==> src/rtl/afmt_pkg.sv <==
package afmt_pkg;
  localparam int SAMPLE_BITS = 18;
  localparam int NARROW_BITS = 16;
  localparam int SHORT_SLOT  = 16;
  localparam int LONG_SLOT   = 32;
  localparam int DELAY_BITS  = 5;

  typedef enum logic {
    CH_LEFT  = 1'b0,
    CH_RIGHT = 1'b1
  } chan_e;
endpackage

==> src/rtl/afmt_timing.sv <==
module afmt_timing #(
  parameter int SLOT_S = 16,
  parameter int SLOT_L = 32,
  localparam int POS_W = $clog2(2 * SLOT_L)
) (
  input  logic             clk,
  input  logic             rst_n,
  input  logic             tick,
  input  logic             start,
  input  logic             size_long,
  output logic             running,
  output logic             bck,
  output logic             fall_now,
  output logic             frame_end,
  output logic [POS_W-1:0] pos_nxt,
  output logic [POS_W-1:0] slot_len,
  output logic [POS_W-1:0] frame_mask
);
  logic             run_q, bck_q;
  logic [POS_W-1:0] pos_q;

  assign slot_len   = size_long ? POS_W'(SLOT_L) : POS_W'(SLOT_S);
  assign frame_mask = size_long ? POS_W'(2 * SLOT_L - 1) : POS_W'(2 * SLOT_S - 1);
  assign fall_now   = run_q & tick & bck_q;
  assign frame_end  = fall_now & (pos_q >= frame_mask);

  always_comb begin
    if (!run_q)         pos_nxt = '0;
    else if (frame_end) pos_nxt = '0;
    else if (fall_now)  pos_nxt = pos_q + 1'b1;
    else                pos_nxt = pos_q;
  end

  always_ff @(posedge clk or negedge rst_n) begin
    if (!rst_n) begin
      run_q <= 1'b0;
      bck_q <= 1'b0;
      pos_q <= '0;
    end else if (!run_q) begin
      if (start) begin
        run_q <= 1'b1;
        bck_q <= 1'b0;
        pos_q <= '0;
      end
    end else if (tick) begin
      bck_q <= ~bck_q;
      pos_q <= pos_nxt;
    end
  end

  assign running = run_q;
  assign bck     = bck_q;
endmodule

==> src/rtl/afmt_sample_hold.sv <==
module afmt_sample_hold #(
  parameter int W = 18
) (
  input  logic         clk,
  input  logic         rst_n,
  input  logic         load,
  input  logic         advance,
  input  logic [W-1:0] in_l,
  input  logic [W-1:0] in_r,
  output logic [W-1:0] cur_l_nxt,
  output logic [W-1:0] cur_r_nxt,
  output logic [W-1:0] old_l_nxt,
  output logic [W-1:0] old_r_nxt
);
  logic [W-1:0] cur_l, cur_r, old_l, old_r;

  assign cur_l_nxt = load ? in_l : cur_l;
  assign cur_r_nxt = load ? in_r : cur_r;
  assign old_l_nxt = (load | advance) ? cur_l : old_l;
  assign old_r_nxt = (load | advance) ? cur_r : old_r;

  always_ff @(posedge clk or negedge rst_n) begin
    if (!rst_n) begin
      cur_l <= '0;
      cur_r <= '0;
      old_l <= '0;
      old_r <= '0;
    end else begin
      cur_l <= cur_l_nxt;
      cur_r <= cur_r_nxt;
      old_l <= old_l_nxt;
      old_r <= old_r_nxt;
    end
  end
endmodule

==> src/rtl/afmt_win.sv <==
module afmt_win #(
  parameter int W     = 18,
  parameter int POS_W = 6,
  localparam int IDX_W = $clog2(W)
) (
  input  logic [POS_W-1:0] pos,
  input  logic [POS_W-1:0] base,
  input  logic [POS_W-1:0] eff_dly,
  input  logic [POS_W-1:0] win_len,
  input  logic [POS_W-1:0] frame_mask,
  input  logic [W-1:0]     cur,
  input  logic [W-1:0]     old,
  output logic             hit,
  output logic             bit_o
);
  logic [POS_W-1:0] first, off;
  logic [IDX_W-1:0] idx;
  logic [W-1:0]     src;

  assign first = base + eff_dly;
  assign off   = (pos - first) & frame_mask;
  assign hit   = off < win_len;
  assign src   = (pos >= first) ? cur : old;
  assign idx   = IDX_W'(win_len - 1'b1 - off);

  always_comb begin
    bit_o = 1'b0;
    if (hit) bit_o = src[idx];
  end
endmodule

==> src/rtl/audio_serial_fmt.sv <==
module audio_serial_fmt
  import afmt_pkg::*;
#(
  parameter int SAMP_W   = SAMPLE_BITS,
  parameter int NARROW_W = NARROW_BITS,
  parameter int SLOT_S   = SHORT_SLOT,
  parameter int SLOT_L   = LONG_SLOT,
  parameter int DLY_W    = DELAY_BITS,
  localparam int POS_W   = $clog2(2 * SLOT_L),
  localparam int NCH     = 2
) (
  input  logic              clk,
  input  logic              rst_n,
  input  logic              bclk_tick,
  input  logic              slot_long,
  input  logic              sample_wide,
  input  logic [DLY_W-1:0]  just_dly,
  input  logic              s_valid,
  output logic              s_ready,
  input  logic [SAMP_W-1:0] s_left,
  input  logic [SAMP_W-1:0] s_right,
  output logic              ws,
  output logic              bck,
  output logic              sdo
);
  logic             running, fall_now, frame_end, start, accept;
  logic [POS_W-1:0] pos_nxt, slot_len, frame_mask, eff_dly, win_len;
  logic [SAMP_W-1:0] cur_nxt [NCH];
  logic [SAMP_W-1:0] old_nxt [NCH];
  logic [NCH-1:0]   hit, bits;
  logic             ws_q, sdo_q, sdo_d;
  chan_e            ch_nxt;

  assign start   = ~running & s_valid;
  assign s_ready = ~running | frame_end;
  assign accept  = s_valid & s_ready;

  afmt_timing #(.SLOT_S(SLOT_S), .SLOT_L(SLOT_L)) u_timing (
    .clk(clk), .rst_n(rst_n), .tick(bclk_tick), .start(start),
    .size_long(slot_long), .running(running), .bck(bck),
    .fall_now(fall_now), .frame_end(frame_end), .pos_nxt(pos_nxt),
    .slot_len(slot_len), .frame_mask(frame_mask)
  );

  afmt_sample_hold #(.W(SAMP_W)) u_hold (
    .clk(clk), .rst_n(rst_n), .load(accept), .advance(frame_end),
    .in_l(s_left), .in_r(s_right),
    .cur_l_nxt(cur_nxt[0]), .cur_r_nxt(cur_nxt[1]),
    .old_l_nxt(old_nxt[0]), .old_r_nxt(old_nxt[1])
  );

  assign eff_dly = POS_W'(just_dly) & (slot_len - 1'b1);
  assign win_len = sample_wide ? POS_W'(SAMP_W) : POS_W'(NARROW_W);

  for (genvar c = 0; c < NCH; c++) begin : g_chan
    afmt_win #(.W(SAMP_W), .POS_W(POS_W)) u_win (
      .pos(pos_nxt),
      .base(c == 0 ? '0 : slot_len),
      .eff_dly(eff_dly), .win_len(win_len), .frame_mask(frame_mask),
      .cur(cur_nxt[c]), .old(old_nxt[c]),
      .hit(hit[c]), .bit_o(bits[c])
    );
  end

  assign ch_nxt = (pos_nxt >= slot_len) ? CH_RIGHT : CH_LEFT;

  always_comb begin
    if (hit[0])      sdo_d = bits[0];
    else if (hit[1]) sdo_d = bits[1];
    else             sdo_d = 1'b0;
  end

  always_ff @(posedge clk or negedge rst_n) begin
    if (!rst_n) begin
      ws_q  <= 1'b0;
      sdo_q <= 1'b0;
    end else if (start | fall_now) begin
      ws_q  <= (ch_nxt == CH_RIGHT);
      sdo_q <= sdo_d;
    end
  end

  assign ws  = ws_q;
  assign sdo = sdo_q;
endmodule

==> config.mk <==
export PLATFORM = sky130hd
export DESIGN_NAME = audio_serial_fmt
export DESIGN_NICKNAME = d
export VERILOG_FILES = /design/src/rtl/afmt_pkg.sv /design/src/rtl/afmt_timing.sv /design/src/rtl/afmt_sample_hold.sv /design/src/rtl/afmt_win.sv /design/src/rtl/audio_serial_fmt.sv
export SDC_FILE = /design/constraint.sdc
export NUM_CORES = 1
export LEC_CHECK = 0
export CAP_MARGIN = 30
export CORE_MARGIN = 2
export CORE_UTILIZATION = 55
export DETAILED_ROUTE_END_ITERATION = 10
export DONT_BUFFER_PORTS = 1
export MAX_ROUTING_LAYER = met4
export PLACE_DENSITY = 0.77
export SKIP_LAST_GASP = 1
export SYNTH_ARGS = -nofsm -noshare
export SYNTH_HDL_FRONTEND = slang
export SYNTH_SLANG_ARGS = --single-unit
export TNS_END_PERCENT = 30
==> constraint.sdc <==
create_clock -name clk -period 5.9 [get_ports clk]
set_input_delay 0.59 -clock clk [delete_from_list [all_inputs] [get_ports clk]]
set_output_delay 0.59 -clock clk [all_outputs]
set_load 0.005 [all_outputs]
### Word level (Yosys, flattened, before mapping)

Cells that the tools add are included.

| storage, ports and cells | value |
|---|---|
| memories | 0 |
| bits of input ports | 47 |
| ROM bits | 0 |
| memory bits (writable) | 0 |
| output and inout bits | 4 |
| word-level logic and storage cells | 68 |
| register bits after elaboration | 82 |
| latch bits | 0 |

| operators by class | value |
|---|---|
| equality and inequality tests | 1 |
| $lt $le $gt $ge | 8 |
| bitwise logic cells | 13 |
| multiplexer cells | 27 |
| reduce and logical (&&, ||, !) cells | 2 |
| shift-type cells | 0 |
| $add $sub $neg | 8 |
| divide/modulo/power cells | 0 |
| $mul | 0 |

Operators by type and width:

| cell | count |
|---|---|
| 2-to-1 mux 18 bit | 6 |
| 2-to-1 mux 6 bit | 8 |
| >= comparator 6 bit | 4 |
| bitwise AND 6 bit | 2 |
| less-than comparator 5 x 6 -> 1 bit (second input constant) | 2 |
| less-than comparator 6 x 5 -> 1 bit | 2 |
| subtractor 6 bit | 2 |
| binary-select mux 1 bit (select 5 bit) | 2 |
| 2-to-1 mux 1 bit | 10 |
| subtractor 5 bit | 2 |
| adder 6 x 1 -> 6 bit (second input constant) | 1 |
| adder 6 bit | 1 |
| bitwise AND 5 x 6 -> 6 bit | 1 |
| subtractor 6 x 1 -> 6 bit (second input constant) | 1 |
| bitwise AND 1 bit | 5 |
| subtractor 5 x 1 -> 5 bit (second input constant) | 1 |
| bitwise OR 1 bit | 3 |
| 2-to-1 mux 2 bit | 1 |
| inequality test 2 bit (second input constant) | 1 |
| inverter 1 bit | 2 |
| AND reduction 2 bit | 1 |
| nonzero test 2 bit | 1 |

### Depth between registers and ports, before layout

| logic depth | value |
|---|---|
| word-level depth | 12 |
| mapped depth | 21 |
| depth with buffers taken out | 21 |

### Hierarchy

A second synthesis with hierarchy kept.

| second synthesis, totals | value |
|---|---|
| cell total of the unflattened synthesis | 573 |
| area total of the unflattened synthesis | 6107.1 µm² |

By module, submodules not included:

| module | times used | sequential area each (µm²) | cells each | area an instance (µm²) |
|---|---|---|---|---|
| afmt_sample_hold | 1 | 1801.7 | 152 | 2839.0 |
| afmt_win at g_chan[0].u_win | 1 | 0.0 | 142 | 1127.3 |
| afmt_win at g_chan[1].u_win | 1 | 0.0 | 149 | 1092.3 |
| afmt_timing | 1 | 200.2 | 85 | 714.4 |
| audio_serial_fmt | 1 | 50.0 | 45 | 334.1 |

### Worst setup path after synthesis

No wires, ideal clock.

| timing path | value |
|---|---|
| kind | input to register |
| start point | input port slot_long |
| end point | register sdo_q (netlist: sdo) |
| cell stages on the path | 19 |
| arrival time | 4399 ps |
| buffers on the path | 1 |
| path slack | 1372 ps |
| library setup time | 128 ps |
| required time | 5772 ps |
| cells stage by stage | inv_1 ha_1 nand3_2 o211ai_4 nor2_1 inv_1 ha_1 inv_1 fa_1 xnor2_1 ha_1 xor2_1 clkbuf_1 mux2_2 mux4_2 nor3_1 nor4b_1 a31oi_1 o41ai_1 |

| between the ends | value |
|---|---|
| cells in the longest elaborated chain, start to end | 12 |
| elaborated cells between the ends (all ways) | 34 |
| those cells by class | 6 x add/sub; 5 x order compare; 16 x mux; 7 x bitwise |

Ends and longest elaborated chain:

| element | line | text |
|---|---|---|
| start: declaration | audio_serial_fmt.sv:15 | `input logic slot_long,` |
| 2-to-1 mux 6 bit * | afmt_timing.sv:23 | `assign frame_mask = size_long ? POS_W'(2 * SLOT_L - 1) : POS_W'(2 * SLOT_S - 1);` |
| >= comparator 6 bit * | afmt_timing.sv:25 | `assign frame_end = fall_now & (pos_q >= frame_mask);` |
| bitwise AND 1 bit * | afmt_timing.sv:25 |  |
| bitwise OR 1 bit * | audio_serial_fmt.sv:35 | `assign s_ready = ~running \| frame_end;` |
| via s_ready | audio_serial_fmt.sv:19 | `output logic s_ready,` |
| bitwise AND 1 bit * | audio_serial_fmt.sv:36 | `assign accept = s_valid & s_ready;` |
| bitwise OR 1 bit | afmt_sample_hold.sv:19, afmt_sample_hold.sv:20 |  |
| 2-to-1 mux 18 bit | afmt_sample_hold.sv:20 | `assign old_r_nxt = (load \| advance) ? cur_r : old_r;` |
| 2-to-1 mux 18 bit | afmt_win.sv:23 | `assign src = (pos >= first) ? cur : old;` |
| binary-select mux 1 bit (select 5 bit) | afmt_win.sv:28 | `if (hit) bit_o = src[idx];` |
| 2-to-1 mux 1 bit (implied by the code) | afmt_win.sv:28 |  |
| 2-to-1 mux 1 bit | audio_serial_fmt.sv:69 | `else if (hit[1]) sdo_d = bits[1];` |
| 2-to-1 mux 1 bit * | audio_serial_fmt.sv:68 | `if (hit[0]) sdo_d = bits[0];` |
| end signal: assignment | audio_serial_fmt.sv:79 | `sdo_q <= sdo_d;` |
| end: declaration | audio_serial_fmt.sv:31 | `logic ws_q, sdo_q, sdo_d;` |

Mark *: on every way through the listed nets, which the timed path passes. The rest lies on a longest branch. The select of a mux whose other input is x is not followed.
A chain may end at the register's enable or synchronous reset.

### Final worst setup path

| timing path | value |
|---|---|
| start point | register u_timing.pos_q[0] |
| end point | register sdo_q (netlist: sdo) |

| between the ends | value |
|---|---|
| cells in the longest elaborated chain, start to end | 11 |
| elaborated cells between the ends (all ways) | 31 |
| those cells by class | 5 x add/sub; 5 x order compare; 15 x mux; 6 x bitwise |

Ends and longest elaborated chain:

| element | line | text |
|---|---|---|
| start: declaration | afmt_timing.sv:20 | `logic [POS_W-1:0] pos_q;` |
| start signal: assignment | afmt_timing.sv:47 | `pos_q <= pos_nxt;` |
| >= comparator 6 bit * | afmt_timing.sv:25 |  |
| bitwise AND 1 bit * | afmt_timing.sv:25 |  |
| bitwise OR 1 bit * | audio_serial_fmt.sv:35 |  |
| via s_ready | audio_serial_fmt.sv:19 |  |
| bitwise AND 1 bit * | audio_serial_fmt.sv:36 |  |
| bitwise OR 1 bit | afmt_sample_hold.sv:19, afmt_sample_hold.sv:20 |  |
| 2-to-1 mux 18 bit | afmt_sample_hold.sv:20 |  |
| 2-to-1 mux 18 bit | afmt_win.sv:23 |  |
| binary-select mux 1 bit (select 5 bit) | afmt_win.sv:28 |  |
| 2-to-1 mux 1 bit (implied by the code) | afmt_win.sv:28 |  |
| 2-to-1 mux 1 bit | audio_serial_fmt.sv:69 |  |
| 2-to-1 mux 1 bit * | audio_serial_fmt.sv:68 |  |

Marked as above.

==> results_dict.tcl <==
set metrics [dict create \
    outcome "finished clean" \
    grt_pass1_vias 3244 \
    setup_slack_ps 1030 \
    antenna-diode-count 0 \
    avgViaCountPerCell 6.18 \
    crit_type "flop to flop" \
    overflow 0 \
    finalCritPeriodShare_pct 82.6 \
    rsz0062_at_grt "no" \
    initial_core_util_pct 56.4 \
    place_hpwl_mm 7.20 \
    drc_errors 0 \
    cp_max_fo 13 \
    p_leak_uw 0.00223 \
    ant_nets 0 \
    syn_to_final_growth_pct 6.71 \
    place_congestion 0.946 \
    grt_max_degree 83 \
    max-vdd-ir-drop_mv 0.236 \
    cts_buffers 9 \
    hold_ws_ps 133 \
    cp-start-kind "flop" \
    post_cts_buffers 0 \
    ios 51 \
    clk_latency_ps 360 \
    tns_ps 0 \
    synth_top_area_cell "dfrtp_1" \
    clockBufferDepth 2 \
    clkTransAtPathRegs_ps 100 \
    post_cts_resized 0 \
    cp-end-kind "flop" \
    period_needed_ps 4870 \
    grt.total_usage_pct 24.1 \
    routed-via-count 3078 \
    final_layout_size_suffix_gt1_share_pct 29.3 \
    syn_area_per_cell_um2 11.8 \
    tightest_slew_ps 892 \
    die_area_mm2 0.00913 \
    cts.htree.levels 3 \
    clock_skew_ps 14.3 \
    required_ps 6130 \
    cts_tree "yes" \
    synthTopCellsByArea "dfrtp_1 (45%), mux2_2 (19%), mux4_2 (3.9%)" \
    clock.fmax_mhz 205 \
    post-place-ws_ps 774 \
    power-per-cell-area_mw_per_mm2 471 \
    cts_sinks 82 \
    rows 33 \
    fin_util_pct 60.1 \
    core_area_mm2 0.00818 \
    nFillCells 664 \
    die_y_um 95.5 \
    die_x_um 95.5 \
    hold_violations 0 \
    root_buffer "clkbuf_8" \
    ys_seq_area_share_pct 44.5 \
    arrival_ps 5110 \
    total_power_uw 2320 \
    min_path_type "input pin to async pin" \
    maxCapViolations 0 \
    ys.flop_type "dfrtp_1" \
    finalSetupViolations 0 \
    synth_edf_count 0 \
    synthesis.area_mm2 0.00461 \
    netlist_instances 392 \
    synth_nets 454 \
    drtIter0Drc 228 \
    yosys_warnings 0 \
    drt_wl_total_mm 9.97 \
    port_buffers 0 \
    grt_pass1_wl_mm 16.2 \
    timing.slew.headroom_pct 40.4 \
    synthArstFlopShare_pct 100 \
    synth_top_area_share_pct 44.5 \
    drv_slew 0 \
    first_pass_iters 4 \
    hold_buffers 1 \
    ys_types 60 \
    antenna_found_initial 0 \
    nets 450 \
    synth_seq_cells 82 \
    wl_per_cell_um 20.0 \
]
[cells in the mapped netlist (all sizes together) (3+ instances only)]
cell type / n
a211oi: 3
o21ai: 11
inv: 16
dfrtp: 82
a21oi: 8
ha: 14
and3: 3
o31ai: 5
xnor2: 9
clkbuf: 5
mux2i: 9
nor3: 10
buf: 14
or4: 4
nor2: 27
mux2: 78
mux4: 8
o22ai: 6
nand2: 22
o311ai: 3
nand3: 8
xor2: 8
[area by class of cell]
class / instances / area [µm²] / share of cell area [%]
clock inverters: 7 / 110 / 2.24
well taps: 105 / 131 / 2.67
repair buffers: 4 / 50.0 / 1.02
flip-flops and latches: 82 / 2050 / 41.7
multi-input cells: 275 / 2390 / 48.6
inverters: 16 / 60.1 / 1.22
clock buffers: 9 / 124 / 2.52
[registers in the layout, indices dropped and copies added (netlist names)]
name,flops
sdo,1
u_hold.cur_l,18
u_timing.pos_q,6
ws,1
u_timing.running,1
u_hold.old_l,18
u_timing.bck,1
u_hold.old_r,18
u_hold.cur_r,18
[placed cells by master, fill, tap and decap left out, types with 3 or more instances in the layout]
cell and count:
dfrtp_1 82, mux2_2 78, nor2_1 24, nand2_1 21, inv_1 16, ha_1 14, nor3_1 10, o21ai_0 10
xnor2_1 9, clkbuf_8 9, xor2_1 8, a21oi_1 8, mux2i_1 8, mux4_2 8, nand3_1 7, o22ai_1 6
o31ai_1 5, or4_1 4, and3_1 3, a211oi_1 3, o311ai_0 3, buf_4 3
[power breakdown]
group	switching [µW]	internal (µW)	leakage [µW]	total, µW
Combinational	690	488	0.00105	1180
Clock	221	246	0.000113	466
Sequential	51.8	620	0.00107	672
[cell families after synthesis]
logic type | count (synthesis) | synth area share (%)
flops | 82 | 44.5
compound gates | 56 | 8.74
fa+ha+maj | 16 | 4.45
xor+xnor | 17 | 3.23
buf+inv | 35 | 3.77
mux | 95 | 25.0
simple gates | 91 | 10.3
[layer usage]
metal / track usage [%] / share of wire (%) / vias to the layer above
li1: - / - / 1430
met1: 32.5 / 44 / 1554
met2: 36.8 / 48 / 83
met3: 5.85 / 6.2 / 11
met4: 6.31 / 1.3 / 0
met5: - / 0 / -
[per-stage QoR]
stage,std cells,area (µm²)
6_report,498,4920
3_5_place_dp,481,4660
2_1_floorplan,392,4610
3_3_place_gp,481,4660
4_1_cts,498,4920
5_1_grt,498,4920
[worst max-delay path, cell delays in order (launching register included)]
cell and delay [ps]:
dfrtp_1 440, ha_1 280, nand3_2 140, o211ai_4 370
nor2_1 120, inv_1 90, ha_1 130, inv_1 50
fa_1 410, xnor2_1 250, ha_1 330, xor2_1 720
mux2_2 410, mux4_2 470, nor3_1 160, nor4b_1 90
a31oi_1 180, o41ai_1 90
[final timing paths]
kind,from,end,slack [ps],depth (start not counted)
setup / recovery,u_timing.pos_q[0],sdo,1030,17
hold / removal,rst_n,u_hold.cur_r[9],130,1
setup reg to reg,u_timing.pos_q[0],sdo,1030,17
hold reg to reg,u_hold.old_r[11],u_hold.old_r[11],500,1
max in group asynchronous,rst_n,u_hold.old_r[6],5460,1
min in group clk,s_valid,u_timing.running,360,1
Power figures use the tool's default switching activity.
